===== src/rtl/ssr_pkg.sv =====
package ssr_pkg;
  localparam int REG_W      = 8;
  localparam int NUM_STICKY = 5;
  localparam int STICKY_LSB = 3;
  // bit positions
  localparam int B_TXE   = 7;
  localparam int B_RXF   = 6;
  localparam int B_OVR   = 5;
  localparam int B_FRM   = 4;
  localparam int B_PAR   = 3;
  localparam int B_TXEND = 2;
  localparam int B_MPR   = 1;
  localparam int B_MPT   = 0;
  localparam logic [REG_W-1:0] INIT_VAL = 8'h84;
  // sticky slot index of the transmit-empty flag
  localparam int S_TXE = B_TXE - STICKY_LSB;
endpackage


===== src/rtl/ssr_rst_sync.sv =====
module ssr_rst_sync #(
  parameter int STAGES = 2
) (
  input  logic clk,
  input  logic rst_n,
  output logic rst_q_n
);
  logic [STAGES-1:0] sync_q;
  logic [STAGES-1:0] sync_d;

  always_comb begin
    sync_d = {sync_q[STAGES-2:0], 1'b1};
  end

  always_ff @(posedge clk or negedge rst_n) begin
    if (!rst_n) sync_q <= '0;
    else        sync_q <= sync_d;
  end

  assign rst_q_n = sync_q[STAGES-1];
endmodule


===== src/rtl/ssr_sticky_flag.sv =====
module ssr_sticky_flag #(
  parameter logic RST_VAL = 1'b0
) (
  input  logic clk,
  input  logic rst_n,
  input  logic init_i,
  input  logic set_i,
  input  logic hw_clr_i,
  input  logic rd_i,
  input  logic wr_i,
  input  logic wbit_i,
  output logic flag_o
);
  logic flag_q, flag_d;
  logic arm_q, arm_d;
  logic sw_clr, en;

  // only a write of 0 against an armed flag clears it; a 1 does nothing
  always_comb begin
    sw_clr = wr_i & ~wbit_i & arm_q;
    en     = init_i | set_i | hw_clr_i | sw_clr | rd_i;
    if (init_i) begin
      flag_d = RST_VAL;
      arm_d  = 1'b0;
    end else if (set_i) begin        // set wins and disarms
      flag_d = 1'b1;
      arm_d  = 1'b0;
    end else if (hw_clr_i | sw_clr) begin
      flag_d = 1'b0;
      arm_d  = 1'b0;
    end else begin                   // a read arms on the value it saw
      flag_d = flag_q;
      arm_d  = arm_q | (rd_i & flag_q);
    end
  end

  always_ff @(posedge clk or negedge rst_n) begin
    if (!rst_n) begin
      flag_q <= RST_VAL;
      arm_q  <= 1'b0;
    end else if (en) begin
      flag_q <= flag_d;
      arm_q  <= arm_d;
    end
  end

  assign flag_o = flag_q;
endmodule


===== src/rtl/ssr_aux_bits.sv =====
module ssr_aux_bits (
  input  logic clk,
  input  logic rst_n,
  input  logic init_i,
  input  logic txe_i,
  input  logic tx_load_i,
  input  logic tx_idle_i,
  input  logic rx_done_i,
  input  logic rx_mpb_i,
  input  logic wr_i,
  input  logic wbit0_i,
  output logic tend_o,
  output logic mpb_o,
  output logic mpbt_o
);
  logic tend_q, tend_d, tend_en;
  logic mpb_q, mpb_d, mpb_en;
  logic mpbt_q, mpbt_d, mpbt_en;

  always_comb begin
    // transmit end: load clears, idle with empty buffer sets
    tend_en = init_i | tx_load_i | (tx_idle_i & txe_i);
    tend_d  = init_i | ~tx_load_i;
    // received multiprocessor bit, not writable
    mpb_en  = init_i | rx_done_i;
    mpb_d   = ~init_i & rx_mpb_i;
    // outgoing multiprocessor bit, plain read/write
    mpbt_en = init_i | wr_i;
    mpbt_d  = ~init_i & wbit0_i;
  end

  always_ff @(posedge clk or negedge rst_n) begin
    if (!rst_n) begin
      tend_q <= 1'b1;
      mpb_q  <= 1'b0;
      mpbt_q <= 1'b0;
    end else begin
      if (tend_en) tend_q <= tend_d;
      if (mpb_en)  mpb_q  <= mpb_d;
      if (mpbt_en) mpbt_q <= mpbt_d;
    end
  end

  assign tend_o = tend_q;
  assign mpb_o  = mpb_q;
  assign mpbt_o = mpbt_q;
endmodule


===== src/rtl/ser_stat_reg.sv =====
module ser_stat_reg
  import ssr_pkg::*;
(
  input  logic             clk,
  input  logic             rst_n,
  input  logic             standby_i,
  input  logic             reg_rd_i,
  input  logic             reg_wr_i,
  input  logic [REG_W-1:0] reg_wdata_i,
  output logic [REG_W-1:0] reg_rdata_o,
  input  logic             tdr_wr_i,
  input  logic             tx_en_i,
  input  logic             tx_load_i,
  input  logic             tx_idle_i,
  input  logic             rx_done_i,
  input  logic             rx_mpb_i,
  input  logic             rx_ovr_i,
  input  logic             rx_ferr_i,
  input  logic             rx_perr_i
);
  logic                  rst_q_n;
  logic [NUM_STICKY-1:0] set_vec;
  logic [NUM_STICKY-1:0] hw_clr_vec;
  logic [NUM_STICKY-1:0] flag_vec;
  logic                  tend, mpb, mpbt;
  logic                  unused_wbits;

  ssr_rst_sync #(.STAGES(2)) u_rst (
    .clk     (clk),
    .rst_n   (rst_n),
    .rst_q_n (rst_q_n)
  );

  // hardware event sources per sticky slot (slot i is register bit STICKY_LSB+i)
  always_comb begin
    set_vec    = '0;
    hw_clr_vec = '0;
    set_vec[B_TXE - STICKY_LSB] = ~tx_en_i | tx_load_i;
    hw_clr_vec[S_TXE]           = tdr_wr_i;
    set_vec[B_RXF - STICKY_LSB] = rx_done_i;
    set_vec[B_OVR - STICKY_LSB] = rx_ovr_i;
    set_vec[B_FRM - STICKY_LSB] = rx_ferr_i;
    set_vec[B_PAR - STICKY_LSB] = rx_perr_i;
  end

  for (genvar i = 0; i < NUM_STICKY; i++) begin : g_sticky
    ssr_sticky_flag #(
      .RST_VAL (INIT_VAL[STICKY_LSB + i])
    ) u_flag (
      .clk      (clk),
      .rst_n    (rst_q_n),
      .init_i   (standby_i),
      .set_i    (set_vec[i]),
      .hw_clr_i (hw_clr_vec[i]),
      .rd_i     (reg_rd_i),
      .wr_i     (reg_wr_i),
      .wbit_i   (reg_wdata_i[STICKY_LSB + i]),
      .flag_o   (flag_vec[i])
    );
  end

  ssr_aux_bits u_aux (
    .clk       (clk),
    .rst_n     (rst_q_n),
    .init_i    (standby_i),
    .txe_i     (flag_vec[S_TXE]),
    .tx_load_i (tx_load_i),
    .tx_idle_i (tx_idle_i),
    .rx_done_i (rx_done_i),
    .rx_mpb_i  (rx_mpb_i),
    .wr_i      (reg_wr_i),
    .wbit0_i   (reg_wdata_i[B_MPT]),
    .tend_o    (tend),
    .mpb_o     (mpb),
    .mpbt_o    (mpbt)
  );

  // write data for the read-only bits is discarded
  assign unused_wbits = &{1'b0, reg_wdata_i[B_TXEND:B_MPR]};

  // layout
  always_comb begin
    reg_rdata_o                           = '0;
    reg_rdata_o[B_TXE:STICKY_LSB]         = flag_vec;
    reg_rdata_o[B_TXEND]                  = tend;
    reg_rdata_o[B_MPR]                    = mpb;
    reg_rdata_o[B_MPT]                    = mpbt;
  end
endmodule


===== config.mk =====
export PLATFORM = sky130hd
export DESIGN_NAME = ser_stat_reg
export DESIGN_NICKNAME = d
export VERILOG_FILES = /design/src/rtl/ssr_pkg.sv /design/src/rtl/ssr_rst_sync.sv /design/src/rtl/ssr_sticky_flag.sv /design/src/rtl/ssr_aux_bits.sv /design/src/rtl/ser_stat_reg.sv
export SDC_FILE = /design/constraint.sdc
export NUM_CORES = 1
export LEC_CHECK = 0
export CAP_MARGIN = 25
export CORE_ASPECT_RATIO = 0.8
export CORE_MARGIN = 5
export CORE_UTILIZATION = 35
export DETAILED_ROUTE_END_ITERATION = 10
export DONT_BUFFER_PORTS = 1
export SYNTH_ARGS = -nofsm -noshare
export SYNTH_HDL_FRONTEND = slang
export SYNTH_SLANG_ARGS = --single-unit

===== constraint.sdc =====
create_clock -name clk -period 0.8 [get_ports clk]
set_input_delay 0.04 -clock clk [delete_from_list [all_inputs] [get_ports clk]]
set_output_delay 0.04 -clock clk [all_outputs]
set_load 0.02 [all_outputs]

==> flow_summary.toml <==
[critical_path]
criticalPathCategory = "flip-flop to primary output"
endpoint_kind = "primary output"
r2r-start = "g_sticky[4].u_flag.flag_o$_DFFE_PN1P_"
worst_ep_arrival_time_ps = 1020
r2r_cells = 3
worstPathRequired_ps = 760
path_max_fanout = 2
start_kind = "flip-flop"
startpoint = "g_sticky[4].u_flag.flag_o$_DFFE_PN1P_"

[clock_tree]
h-tree-depth = 1
cts_buffers = 3
clk_pin_slew_ps = 80
root_buffer = "clkbuf_4"
cts_tree = "done"
clk_path_buf_depth = 2
clock_sinks = 15
clock_latency_ps = 280

[synth]
ys_warn_count = 0
ys_seq_area_share_pct = 51.45
ys_ff_latch = 15
ys.flop_type = "dfrtp_1"
synth_top_area_share_pct = 44.29
synth_top_cell_by_area = "dfrtp_1"
synth_edf_count = 0
yosys-top-cells-count = "13 x dfrtp_1, 8 x buf_4, 8 x nand3b_1"
synthCells = 63
postSynthAreaPerCell_um2 = 11.66
synthesis.nets = 85
synth_area_um2 = 734.5
synth_most_common_cell = "dfrtp_1"
synth-async-reset-ratio_pct = 100.0
synth_area_leaders = "dfrtp_1 44%, buf_4 8.2%, nand3b_1 8.2%, dfstp_2 7.2%, a211oi_2 5.1%"
ys_types = 19

[power]
ir_worst_vdd_v = 0.001083
leakagePower_nw = 0.4848
power_w = 0.001571
power_density_nw_per_um2 = 1446

[sta]
setup_ws_ps = -264.0
slew_viol_final = 0
finalSetupViolCount = 19
relSlewSlack_pct = 61.23
period_needed_ps = 1064
skew_ps = 2.796
tightestPinTransition_ps = 581.6
fmax_mhz = 939.9
finalHoldViolCount = 0
rsz0062_at_grt = "true"
finalCritPeriodShare_pct = 133.0

[placement]
place_ws_ps = -73.04
place_congestion = 0.7060
io_buffers = 0
hpwl_um = 1084
placed_area_um2 = 757.0

[run]
timing.max_cap.violations = 0

[global_routing]
grt_pass1_vias = 616
grtUsageTotal_pct = 11.78
grt_overflow_total = 0
antenna_found_initial = 0
grt_pass1_wl_um = 2697
grt_start_max_net_pins = 13

[outcome]
status = "complete, but fails checks"
violations = "setup timing"

[routing]
drtPass1Iterations = 2
drt_iter0_drc = 4
wl_per_cell_um = 14.76
vias = 562
totalWireLength_um = 1697
drc_errors = 0
via_per_inst = 4.887
ant_nets = 0

[finish]
register_area_um2 = 377.9
num-nets-final = 114
design_area_um2 = 1086
fill_cells = 182
synthToLayoutAreaGrowth_pct = 47.87
fin_util_pct = 55.86
multiInputGateArea_um2 = 286.5
diodes = 0
drive_above_1_share_pct = 37.36

[die]
io_pins = 30
die_w_um = 61.22
dieHeight_um = 50.97
rows = 14
dieArea_um2 = 3120
initial_core_util_pct = 37.77
core_um2 = 1944

[min_path]
holdPathStages = 3
min-delay-start = "reg_wdata_i[4]"
min_path_type = "primary input to flip-flop"
per-layer routing:
layer / share of wire [%] / up-vias / track usage, %
met5: 0 / - / 0
met4: 0 / 0 / 2.166
met2: 53 / 21 / 19.72
met1: 39 / 272 / 13.64
met3: 7.8 / 0 / 5.793
li1: - / 269 / -
flip-flops by register name (all words and copies together) (netlist names):
name / cells
g_sticky.u_flag.arm_q: 5
g_sticky.u_flag.flag_o: 5
u_rst.sync_q: 2
u_aux.mpb_o: 1
u_aux.mpbt_o: 1
u_aux.tend_o: 1
critical path: stages (launching register included):
cell	delay, ps
dfstp_2	550
buf_6	90
buf_6	100
kinds of logic (layout without fill, tap and decap cells):
group / count (synthesis) / in the layout / synth area share (%)
AOI/OAI and AO/OA: 15 / 15 / 15.16
and+or+nand+nor: 18 / 18 / 17.55
other: 1 / 1 / 0.5106
muxes: 2 / 2 / 2.726
DFF: 15 / 15 / 51.45
buffers and inverters: 12 / 40 / 12.61
layout make-up:
cell class,instances,area share [%]
tap,24,2.765
timing repair buffer,34,32.72
clock buffer,4,2.419
multi-input combinational,36,26.38
inverter,2,0.9217
sequential,15,34.79
through the flow:
step                hold slack, ps  cells  TNS [ps]
finish                       12.12    115     -1464
global placement            -255.5     87    -83.03
CTS                          8.322    114     -2317
detailed placement          -255.5     87    -169.1
floorplan                   -255.6     63    -52.60
global route                 9.520    115     -2263
worst paths after layout:
path | to | slack [ps]
max | reg_rdata_o[7] | -260
min reg2reg | g_sticky[2].u_flag.flag_o$_DFFE_PN0P_ | 90
min in group asynchronous | g_sticky[2].u_flag.flag_o$_DFFE_PN0P_ | 90
min | g_sticky[1].u_flag.flag_o$_DFFE_PN0P_ | 10
max in group asynchronous | u_rst.sync_q[1]$_DFF_PN0_ | 170
max reg2reg | g_sticky[4].u_flag.arm_q$_DFFE_PN0P_ | -190
power breakdown:
group	leakage, nW	internal, W	switching (W)
logic	0.280	0.000180	0.000138
registers	0.190	0.000797	0.0000326
clock network	0.0150	0.000194	0.000229
total	0.485	0.00117	0.000399
repair_timing:
item	in CTS	in global routing
endpoints found under the hold margin	15	0
resized for setup	14	7
setup endpoints to repair	14	21
hold buffers	19	0
pin swaps	2	6
setup buffers	4	1
cell usage in the layout (no fill, tap or decap):
cell            instances
dlygate4sd3_1          16
dfrtp_1                13
buf_6                  12
nand3b_1                8
nor2_1                  7
a21oi_2                 6
a211oi_2                3
clkbuf_4                3
dlymetal6s4s_1          3
buf_4                   3
mux2i_1                 2
o21ai_2                 2
dfstp_2                 2
nor4b_4                 1
nor4b_2                 1
inv_4                   1
inv_1                   1
nand2_1                 1
a31o_1                  1
a21oi_1                 1
o21bai_1                1
o21ai_1                 1
clkbuf_1                1
conb_1                  1
(Power assumes the default switching activity.)
